<file path="config.mk">
export PLATFORM = sky130hd
export DESIGN_NAME = lcv_counter_bank
export DESIGN_NICKNAME = d
export VERILOG_FILES = /design/src/rtl/lcvb_pkg.sv /design/src/rtl/lcvb_chan_counter.sv /design/src/rtl/lcvb_read_mux.sv /design/src/rtl/lcv_counter_bank.sv
export SDC_FILE = /design/constraint.sdc
export NUM_CORES = 1
export LEC_CHECK = 0
export ABC_AREA = 1
export BUFFER_PORTS_ARGS = -buffer_cell sky130_fd_sc_hd__buf_2
export CAP_MARGIN = 25
export CORE_UTILIZATION = 56
export DETAILED_ROUTE_END_ITERATION = 8
export PLACE_DENSITY = 0.76
export SKIP_CTS_REPAIR_TIMING = 1
export SLEW_MARGIN = 20
export SYNTH_ARGS = -nofsm -noshare
export SYNTH_HDL_FRONTEND = slang
export SYNTH_SLANG_ARGS = --single-unit
</file>
<file path="constraint.sdc">
create_clock -name clk -period 1.7 [get_ports clk]
set_input_delay 0.34 -clock clk [delete_from_list [all_inputs] [get_ports clk]]
set_output_delay 0.34 -clock clk [all_outputs]
set_load 0.01 [all_outputs]
</file>
<file path="src/rtl/lcvb_pkg.sv">
// Package for the counter bank: flag-mode encoding and a saturating
// increment helper. Assumes counter widths of 2 bits or more.
package lcvb_pkg;

    typedef enum logic {
        FLAG_LIVE = 1'b0,
        FLAG_SAT  = 1'b1
    } flag_mode_e;

    // Add one unless already at all ones.
    function automatic logic [31:0] sat_inc(input logic [31:0] v, input logic [31:0] max);
        return (v == max) ? v : v + 32'd1;
    endfunction

endpackage

</file>
<file path="src/rtl/lcvb_chan_counter.sv">
// One channel: saturating violation counter, snapshot holding register
// and status flag select. Assumes the clear and update inputs are already
// merged from the global and per-channel strobes. Clear outranks update,
// and update outranks increment.
module lcvb_chan_counter
    import lcvb_pkg::*;
#(
    parameter int CNT_W = 16
) (
    input  logic             clk,
    input  logic             rst_n,
    input  logic             viol_i,
    input  logic             live_i,
    input  logic             clr_i,
    input  logic             upd_i,
    input  logic             mon_mode_i,
    output logic [CNT_W-1:0] hold_o,
    output logic             flag_o
);
    localparam logic [CNT_W-1:0] CNT_MAX = {CNT_W{1'b1}};

    logic [CNT_W-1:0] cnt_q;
    logic [CNT_W-1:0] hold_q;
    logic             sat;
    logic [31:0]      inc_val;

    assign sat     = (cnt_q == CNT_MAX);
    assign inc_val = sat_inc(32'(cnt_q), 32'(CNT_MAX));

    // Counter: clear, else restart on update, else saturating count.
    always_ff @(posedge clk) begin
        if (!rst_n)      cnt_q <= '0;
        else if (clr_i)  cnt_q <= '0;
        else if (upd_i)  cnt_q <= {{(CNT_W-1){1'b0}}, viol_i};
        else if (viol_i) cnt_q <= inc_val[CNT_W-1:0];
    end

    // Holding register: take the pre-update counter value on update.
    always_ff @(posedge clk) begin
        if (!rst_n)     hold_q <= '0;
        else if (upd_i) hold_q <= cnt_q;
    end

    // Flag: live activity or saturation, chosen by mode.
    always_comb begin
        flag_o = (flag_mode_e'(mon_mode_i) == FLAG_SAT) ? sat : live_i;
    end

    assign hold_o = hold_q;


    clear_wins_chk: assert property (@(posedge clk) disable iff (!rst_n)
        clr_i |=> cnt_q == '0);


    snapshot_copy_chk: assert property (@(posedge clk) disable iff (!rst_n)
        upd_i |=> hold_q == $past(cnt_q));


    restart_value_chk: assert property (@(posedge clk) disable iff (!rst_n)
        (upd_i && !clr_i) |=> cnt_q == CNT_W'($past(viol_i)));


    count_step_chk: assert property (@(posedge clk) disable iff (!rst_n)
        (viol_i && !clr_i && !upd_i && cnt_q != CNT_MAX) |=> cnt_q == $past(cnt_q) + 1'b1);


    stay_saturated_chk: assert property (@(posedge clk) disable iff (!rst_n)
        (cnt_q == CNT_MAX && !clr_i && !upd_i) |=> cnt_q == CNT_MAX);


    idle_hold_chk: assert property (@(posedge clk) disable iff (!rst_n)
        (!viol_i && !clr_i && !upd_i) |=> $stable(cnt_q));

endmodule

</file>
<file path="src/rtl/lcvb_read_mux.sv">
// Indirect byte readback: picks one channel's holding register by address,
// then its low or high byte, and registers the byte (one cycle of latency).
// Assumes the holding registers are packed with channel 0 at the bottom.
module lcvb_read_mux #(
    parameter int NUM_CH = 8,
    parameter int CNT_W  = 16,
    parameter int BYTE_W = 8,
    localparam int ADDR_W = (NUM_CH > 1) ? $clog2(NUM_CH) : 1
) (
    input  logic                        clk,
    input  logic                        rst_n,
    input  logic [NUM_CH-1:0][CNT_W-1:0] hold_i,
    input  logic [ADDR_W-1:0]           addr_i,
    input  logic                        byte_sel_i,
    output logic [BYTE_W-1:0]           data_o
);
    logic [CNT_W-1:0]  word;
    logic [BYTE_W-1:0] byte_nxt;

    // Select the addressed channel; an out-of-range address reads zero.
    always_comb begin
        word = '0;
        if (int'(addr_i) < NUM_CH) word = hold_i[addr_i];
        byte_nxt = byte_sel_i ? word[2*BYTE_W-1:BYTE_W] : word[BYTE_W-1:0];
    end

    // Register the selected byte.
    always_ff @(posedge clk) begin
        if (!rst_n) data_o <= '0;
        else        data_o <= byte_nxt;
    end


    byte_pick_chk: assert property (@(posedge clk) disable iff (!rst_n)
        (int'(addr_i) < NUM_CH) |=> data_o == ($past(byte_sel_i)
            ? $past(hold_i[addr_i][2*BYTE_W-1:BYTE_W])
            : $past(hold_i[addr_i][BYTE_W-1:0])));

endmodule

</file>
<file path="src/rtl/lcv_counter_bank.sv">
// Top of the violation counter bank: one counter channel per line, merged
// global and per-channel strobes, and a registered indirect byte readback.
// Assumes CNT_W equals two bytes.
module lcv_counter_bank #(
    parameter int NUM_CH = 8,
    parameter int CNT_W  = 16,
    parameter int BYTE_W = 8,
    localparam int ADDR_W = (NUM_CH > 1) ? $clog2(NUM_CH) : 1
) (
    input  logic              clk,
    input  logic              rst_n,
    input  logic [NUM_CH-1:0] viol_i,
    input  logic [NUM_CH-1:0] live_i,
    input  logic              clr_all_i,
    input  logic [NUM_CH-1:0] clr_ch_i,
    input  logic              upd_all_i,
    input  logic [NUM_CH-1:0] upd_ch_i,
    input  logic              mon_mode_i,
    input  logic [ADDR_W-1:0] rd_addr_i,
    input  logic              byte_sel_i,
    output logic [BYTE_W-1:0] rd_data_o,
    output logic [NUM_CH-1:0] flag_o
);
    logic [NUM_CH-1:0][CNT_W-1:0] hold;

    // One counter channel per line, with the global and local strobes merged.
    for (genvar g = 0; g < NUM_CH; g++) begin : g_ch
        lcvb_chan_counter #(.CNT_W(CNT_W)) u_cnt (
            .clk        (clk),
            .rst_n      (rst_n),
            .viol_i     (viol_i[g]),
            .live_i     (live_i[g]),
            .clr_i      (clr_all_i | clr_ch_i[g]),
            .upd_i      (upd_all_i | upd_ch_i[g]),
            .mon_mode_i (mon_mode_i),
            .hold_o     (hold[g]),
            .flag_o     (flag_o[g])
        );
    end

    lcvb_read_mux #(.NUM_CH(NUM_CH), .CNT_W(CNT_W), .BYTE_W(BYTE_W)) u_rd (
        .clk        (clk),
        .rst_n      (rst_n),
        .hold_i     (hold),
        .addr_i     (rd_addr_i),
        .byte_sel_i (byte_sel_i),
        .data_o     (rd_data_o)
    );


    live_flag_chk: assert property (@(posedge clk) disable iff (!rst_n)
        !mon_mode_i |-> flag_o == live_i);

endmodule

</file>
==> reports/qor.csv, run 1 <==
stage,metric,value,unit
run_status,outcome,"finished, violations left",
run_status,failed_checks,setup timing,
power,pwr-share-clk,47.2,%
route,avgRoutedWirePerCell,15.3,microns
route,num_vias,13600,
route,ant_nets,0,
setup_path,cp_top_family,simple AND/OR/NAND/NOR gates,
power,vdd_drop_max,730,uV
power,comb_power_share,7.4,%
die,coreArea,23400,sq um
global_routing,antenna_found_initial,0,
power,p_int,10.7,mW
final_layout,nets,2222,
worst_hold_path,hold_path.class,input port to flop,
power,p_switching,3.47,mW
logic_synthesis,ys_ff_latch,264,
logic_synthesis,syn_nets,2052,
route,routed_wl,38500,microns
worst_hold_path,hold_start,clr_ch_i[4],
die,rows,56,
setup_path,reg2reg_from,g_ch[0].u_cnt.cnt_q[1],
sta,fmax,477,MHz
sta,finalCritPeriodShare,123,%
clock_network,root_buffer,clkbuf_16,
final_layout,multi_input_area,7060,sq um
logic_synthesis,yosys_warnings,0,
sta,holdWs,46.5,ps
setup_path,cp_num_cells,8,
clock_network,clock_sinks,264,
power,p_leak,6.30,nW
setup_path,path_cells,ha_4 > nand2_1 > nor2_1 > nand2_2 > nor2_4 > inv_2 > o21ai_1 > buf_2,
logic_synthesis,synth_edf_count,0,
logic_synthesis,ys_seq_area_share,39.6,%
logic_synthesis,synthFlopType,dfxtp_1,
logic_synthesis,synth_top_area_share,39.6,%
sta,tightest_slew,448,ps
setup_path,cp_max_fo,3,
logic_synthesis,ys_top_cells_by_area,"dfxtp_1 40%, nand2_1 14%, nor2_1 8.3%",
sta,setup_viol,8,
global_routing,track_usage,30.6,%
setup_path,worstSetupPathType,flop to output pin,
logic_synthesis,synth-simple-area-share,31.3,%
final_layout,diodes,0,
setup_path,critPathLaunch,g_ch[1].u_cnt.cnt_q[1],
clock_network,clk_pin_slew,60,ps
die,die_width,156,microns
logic_synthesis,synth_top_area_cell,dfxtp_1,
placement,dpl.hpwl,27300,microns
global_routing,first_global_vias,12200,
setup_path,critPathMaxStageDelay,360,ps
die,dieArea,24400,sq um
setup_path,reg2reg_to,g_ch[0].u_cnt.cnt_q[12],
sta,worst_slack,-397,ps
die,io_pins,57,
logic_synthesis,postSynthAreaPerCell,6.66,sq um
logic_synthesis,synth_fa_ha_area_share,0.751,%
logic_synthesis,synth.distinct_cells,34,
route,drcViolationCount,0,
global_routing,grt_max_degree,129,
clock_network,tritoncts,yes,
final_layout,area_growth,21.7,%
setup_path,arrival,1760,ps
sta,period_minus_slack,2100,ps
power,seqPwrFrac,45.3,%
logic_synthesis,synth_top_family_by_area,simple AND/OR/NAND/NOR gates,
logic_synthesis,synth_xor_area_share,3.55,%
sta,slew_violations,0,
sta,clock-skew-final,8.73,ps
setup_path,crit_path_end_kind,output pin,
logic_synthesis,netlist_area,13300,sq um
clock_network,cts_buffer_depth,3,
logic_synthesis,syn_inst,2003,
die,start_util,57.0,%
final_layout,seqCellArea,5350,sq um
sta,setup_tns,-2900,ps
setup_path,reg2reg_depth,11,
clock_network,cts-htree-levels,1,
power,sw_frac_of_total,24.6,%
final_layout,drive_above_1_share,20.0,%
global_routing,grt_pass1_wl,59800,microns
die,die_h,156,microns
setup_path,cpMaxStageDelayCell,dfxtp_2,
final_layout,fill_cells,1997,
setup_path,start_kind,flop,
logic_synthesis,synthArstFlopShare,0,%
logic_synthesis,synthMuxAreaShare,0,%
clock_network,clk_latency,550,ps
setup_path,rrSetupSlack,120,ps
placement,portBuffers,56,
sta,maxSlewHeadroom,70.1,%
placement,gp_congestion,0.919,
clock_network,cts_buffers,28,
job,cap_violations,0,
setup_path,crit_end,flag_o[1],
power,p_per_area,871,nW/um^2
setup_path,path_buf_inv,2,
power,p_total,14.1,mW
route,drt_iter0_markers,1061,
sta,hold_viol,0,
setup_path,required,1360,ps
global_routing,grt_overflow,0,
sta,rsz0062_at_grt,yes,
logic_synthesis,synth-compound-area-share,15.8,%
route,drt_pre_antenna_iters,5,
route,drt-vias-per-instance,5.40,
area by class of cell:
class | count | area share [%]
Sequential cell | 264 | 33.0
Tap cell | 319 | 2.46
Timing Repair Buffer | 227 | 10.3
Multi-Input combinational cell | 1457 | 43.5
Inverter | 195 | 4.53
Clock inverter | 21 | 1.62
Clock buffer | 31 | 4.64
tightest hold or removal path: stages:
cell and delay [ps]:
buf_2 80, nor2_1 40, nand2_1 50, nor2_1 30
placed cells by master, fill, tap and decap left out, types with 11 or more instances in the layout:
cell type	count
dfxtp_1	218
clkbuf_16	29
nor2_2	28
nand3_1	123
xnor2_1	12
buf_2	56
inv_2	19
nor2_4	17
xor2_1	42
nor2_1	282
o21ai_0	180
inv_1	173
o211ai_1	16
buf_4	163
dfxtp_2	43
nand2_1	466
nand4_1	29
nand2_2	21
o21ai_1	11
a21oi_1	189
power groups by stage:
stage / Sequential, mW / Clock [mW] / Combinational, mW
finish: 6.41 / 6.67 / 1.05
floorplan: 6.51 / 0 / 0.669
global route: 6.41 / 7.00 / 1.15
global placement: 6.54 / 0 / 1.00
detailed placement: 6.55 / 0 / 1.02
CTS: 6.41 / 6.73 / 1.03
cell usage after synthesis, drive strengths merged, types with 7 or more instances:
cell type / instances
a21oi: 199
buf: 47
clkbuf: 40
dfxtp: 264
ha: 8
inv: 193
nand2: 491
nand3: 126
nand4: 29
nor2: 328
nor3: 7
o211ai: 16
o21ai: 191
xnor2: 12
xor2: 42
sequential cells by signal, indices dropped and copies added, names as in the netlist:
signal and flops:
g_ch.u_cnt.cnt_q 128, g_ch.u_cnt.hold_o 128, u_rd.data_o 8
logic make-up after synthesis:
| group | Yosys count |
|---|---|
| xor gates and xnor gates | 54 |
| adders and majority gates | 8 |
| and+or+nand+nor | 989 |
| DFF | 264 |
| AOI/OAI and AO/OA | 406 |
| buffers and inverters | 282 |
worst min path at each step:
stage	end	slack (ps)	cells past startpoint
floorplan	g_ch[4].u_cnt.hold_o[12]	420	2
global placement	g_ch[4].u_cnt.hold_o[5]	440	2
detailed placement	g_ch[6].u_cnt.hold_o[3]	450	2
CTS	g_ch[4].u_cnt.cnt_q[0]	40	4
global route	g_ch[7].u_cnt.cnt_q[0]	50	4
finish	g_ch[4].u_cnt.cnt_q[0]	50	4
through the flow:
step / cell area, sq um / util [%] / worst slack [ps] / cells
global placement: 14700 / 62.9 / 101 / 2432
CTS: 15700 / 67.2 / -550 / 2484
finish: 16200 / 69.3 / -397 / 2514
floorplan: 13300 / - / 7.81 / 2003
global route: 16200 / 69.3 / -508 / 2514
detailed placement: 14700 / 62.9 / 27.1 / 2432
routing by layer:
layer  GRT usage [%]  up-vias  wire (microns)
li1                -     6774               -
met5               0        -               0
met2            51.9      400           18300
met4            13.0        0            1580
met1            39.0     6312           16400
met3            4.21       90            2250
Note: power is estimated with default switching activity, not from simulation.
==> run 2: changes to the inputs <==
--- a/config.mk
+++ b/config.mk
@@ -8,11 +8,12 @@
 export ABC_AREA = 1
 export BUFFER_PORTS_ARGS = -buffer_cell sky130_fd_sc_hd__buf_2
 export CAP_MARGIN = 25
-export CORE_UTILIZATION = 56
+export CORE_UTILIZATION = 57
 export DETAILED_ROUTE_END_ITERATION = 8
-export PLACE_DENSITY = 0.76
+export PLACE_DENSITY = 0.77
 export SKIP_CTS_REPAIR_TIMING = 1
 export SLEW_MARGIN = 20
 export SYNTH_ARGS = -nofsm -noshare
 export SYNTH_HDL_FRONTEND = slang
+export SYNTH_HIERARCHICAL = 1
 export SYNTH_SLANG_ARGS = --single-unit
==> run 2 against run 1 <==
The run still ends with setup timing left. Utilization decreased by 1.4 points. Die area rose by 8.1%. Register-to-register slack lost 20 ps. Total power down 2.3%. Clock power shrank 4.8%. Sequential cell count stayed put. Sequential share of layout area is 1.5 points lower.
==> reports/qor.csv, run 2 <==
stage,metric,value,unit,change
die,dieArea,26400,sq um,was 24400 sq um
clock_network,clock_sinks,264,,unchanged
route,drt-vias-per-instance,5.36,,was 5.40
sta,setup_viol,8,,unchanged
logic_synthesis,syn_nets,2272,,was 2052
sta,fmax,482,MHz,was 477 MHz
route,avgRoutedWirePerCell,14.5,microns,was 15.3 microns
clock_network,cts_buffers,29,,was 28
setup_path,critPathMaxStageDelay,350,ps,was 360 ps
sta,finalCritPeriodShare,122,%,was 123%
setup_path,reg2reg_from,g_ch[1].u_cnt/cnt_q[1],,was g_ch[0].u_cnt.cnt_q[1]
setup_path,cp_top_family,flip-flops,,was simple AND/OR/NAND/NOR gates
worst_hold_path,hold_start,clr_ch_i[5],,was clr_ch_i[4]
clock_network,clk_pin_slew,60,ps,about the same
route,num_vias,14500,,was 13600
logic_synthesis,synthFlopType,dfxtp_1,,unchanged
final_layout,most-common-layout-cells,"614 x nand2_1, 310 x nor2_1, 211 x inv_1, 201 x dfxtp_1, 176 x nand3_1",,"was 466 x nand2_1, 282 x nor2_1, 218 x dfxtp_1, 189 x a21oi_1, 180 x o21ai_0"
logic_synthesis,ys_top_cells_by_area,"dfxtp_1 36%, nand2_1 16%, nor2_1 8.0%",,"was dfxtp_1 40%, nand2_1 14%, nor2_1 8.3%"
placement,gp_congestion,0.911,,was 0.919
sta,setup_tns,-2680,ps,was -2900 ps
logic_synthesis,synthTopCellsByCount,"624 x nand2_1, 312 x nor2_1, 264 x dfxtp_1",,"was 481 x nand2_1, 296 x nor2_1, 264 x dfxtp_1"
route,drt_iter0_markers,1260,,was 1061
clock_network,clk_latency,540,ps,was 550 ps
setup_path,worstSetupPathType,flop to output pin,,unchanged
logic_synthesis,synth.distinct_cells,23,,was 34
logic_synthesis,netlist_area,14700,sq um,was 13300 sq um
setup_path,cp_max_fo,3,,unchanged
run_status,outcome,"finished, violations left",,unchanged
global_routing,first_global_vias,12900,,was 12200
die,rows,58,,was 56
setup_path,path_buf_inv,2,,unchanged
die,start_util,58.2,%,was 57.0%
power,p_per_area,805,nW/um^2,was 871 nW/um^2
final_layout,final_common_cell,nand2_1,,unchanged
placement,portBuffers,56,,unchanged
final_layout,nets,2402,,was 2222
run_status,failed_checks,setup timing,,unchanged
logic_synthesis,yosys_warnings,6,,was 0
setup_path,reg2reg_depth,10,,was 11
clock_network,cts-htree-levels,1,,unchanged
global_routing,track_usage,28.7,%,was 30.6%
logic_synthesis,synthArstFlopShare,0,%,unchanged
logic_synthesis,synth_most_common_cell,nand2_1,,unchanged
global_routing,grt_pass1_wl,62300,microns,was 59800 microns
logic_synthesis,synth_top_area_cell,dfxtp_1,,unchanged
final_layout,fin_util,67.9,%,was 69.3%
placement,dpl.hpwl,27500,microns,was 27300 microns
sta,rsz0062_at_grt,yes,,unchanged
clock_network,cts_buffer_depth,3,,unchanged
global_routing,grt_max_degree,47,,was 129
sta,period_minus_slack,2080,ps,was 2100 ps
power,p_total,13.8,mW,was 14.1 mW
worst_hold_path,min_path_cells,6,,was 4
clock_network,root_buffer,clkbuf_16,,unchanged
global_routing,grt_overflow,0,,unchanged
worst_hold_path,hold_path.class,input port to flop,,unchanged
clock_network,tritoncts,yes,,unchanged
die,coreArea,25300,sq um,was 23400 sq um
power,vdd_drop_max,572,uV,was 730 uV
sta,maxSlewHeadroom,68.4,%,was 70.1%
final_layout,diodes,0,,unchanged
sta,hold_viol,0,,unchanged
final_layout,area_growth,16.8,%,was 21.7%
die,die_width,163,microns,was 156 microns
logic_synthesis,synth_top_area_share,36.0,%,was 39.6%
power,p_leak,6.85,nW,was 6.30 nW
setup_path,crit_path_end_kind,output pin,,unchanged
sta,slew_violations,0,,unchanged
setup_path,path_cells,ha_4 > nand2_4 > nor2_4 > nand2_2 > inv_2 > nand2_4 > a21oi_2 > buf_2,,was ha_4 > nand2_1 > nor2_1 > nand2_2 > nor2_4 > inv_2 > o21ai_1 > buf_2
sta,worst_slack,-376,ps,was -397 ps
sta,clock-skew-final,6.73,ps,was 8.73 ps
logic_synthesis,syn_inst,2223,,was 2003
setup_path,reg2reg_to,g_ch[1].u_cnt/cnt_q[13],,was g_ch[0].u_cnt.cnt_q[12]
setup_path,start_kind,flop,,unchanged
die,die_h,163,microns,was 156 microns
final_layout,drive_above_1_share,21.9,%,was 20.0%
sta,tightest_slew,473,ps,was 448 ps
route,routed_wl,39300,microns,was 38500 microns
die,io_pins,57,,unchanged
global_routing,antenna_found_initial,1,,was 0
setup_path,arrival,1740,ps,was 1760 ps
setup_path,rrSetupSlack,100,ps,was 120 ps
logic_synthesis,ys_seq_area_share,36.0,%,was 39.6%
setup_path,cpMostUsedCell,nand2_4,,
setup_path,cpMaxStageDelayCell,dfxtp_2,,unchanged
logic_synthesis,ys_ff_latch,264,,unchanged
route,drcViolationCount,0,,unchanged
logic_synthesis,postSynthAreaPerCell,6.61,sq um,was 6.66 sq um
job,cap_violations,0,,unchanged
logic_synthesis,synth_edf_count,0,,unchanged
worst_hold_path,hold_path_end,g_ch[5].u_cnt/cnt_q[0],,was g_ch[4].u_cnt.cnt_q[0]
route,ant_nets,0,,unchanged
setup_path,required,1360,ps,about the same
route,drt_pre_antenna_iters,6,,was 5
## run 2: cell count changes after synthesis, sizes merged, moves of 8 or more
cell    before  now
nand4       29   40
nand2      491  680
inv        193  231
xnor2       12    0
a31oi        0    8
nand3      126  176
nor2       328  352
a21oi      199  184
o211ai      16    0
buf         47   62
clkbuf      40   26
o21ai      191  136
## run 2: cell families (layout without fill, tap and decap cells)
| kind of cell | Yosys count | in the layout | share of synthesized area [%] |
|---|---|---|---|
| AND/OR/NAND/NOR | 1248 | 1248 | 36.8 |
| buffers and inverters | 327 | 479 | 10.4 |
| adder cells (fa/ha/maj) | 8 | 8 | 0.681 |
| flip-flops | 264 | 264 | 36.0 |
| XOR/XNOR | 48 | 48 | 2.86 |
| AO/OA/AOI/OAI | 328 | 328 | 13.3 |
## run 2: power breakdown
part / switching [mW] / total (mW) / internal (mW)
registers: 0.0844 / 6.39 / 6.31
clock network: 2.62 / 6.35 / 3.73
logic: 0.709 / 1.08 / 0.367
## run 2: worst max-delay path by stage
stage,start,endpoint,slack [ps],depth (start not counted)
3_3_place_gp,g_ch[2].u_cnt/cnt_q[1],g_ch[2].u_cnt/cnt_q[13],70,9
6_report,g_ch[7].u_cnt/cnt_q[1],flag_o[7],-380,8
4_1_cts,g_ch[2].u_cnt/cnt_q[1],flag_o[2],-510,8
5_1_grt,g_ch[6].u_cnt/cnt_q[1],flag_o[6],-450,8
2_1_floorplan,g_ch[0].u_cnt/cnt_q[0],flag_o[0],180,7
3_5_place_dp,g_ch[2].u_cnt/cnt_q[1],g_ch[2].u_cnt/cnt_q[13],20,9
## run 2: cell type report
| class | count | area [sq um] |
|---|---|---|
| clock inverter | 15 | 168 |
| multi-input combinational | 1632 | 8140 |
| fill | 2130 | 8100 |
| tap | 330 | 413 |
| timing repair buffer | 187 | 1350 |
| inverter | 239 | 900 |
| clock buffer | 38 | 790 |
| sequential | 264 | 5400 |
## run 2: stage by stage
stage	cells	hold slack [ps]	worst slack [ps]	area, sq um
floorplan	2223	461	182	14700
detailed placement	2621	482	18.4	15600
global route	2705	141	-451	17200
CTS	2674	122	-515	16600
global placement	2621	479	69.8	15600
finish	2705	131	-376	17200
## run 2: metal layers
metal | up-vias | track usage (%) | wire [microns]
met3 | 77 | 3.57 | 2600
met5 | - | 0 | 13
met4 | 2 | 7.82 | 898
met1 | 6617 | 42.1 | 18600
met2 | 512 | 44.0 | 17200
li1 | 7300 | - | -
## run 2: tightest hold or removal path, delay by kind of cell
family	cells	cell delay, ps
buffers and inverters	2	100
AND/OR/NAND/NOR	4	190
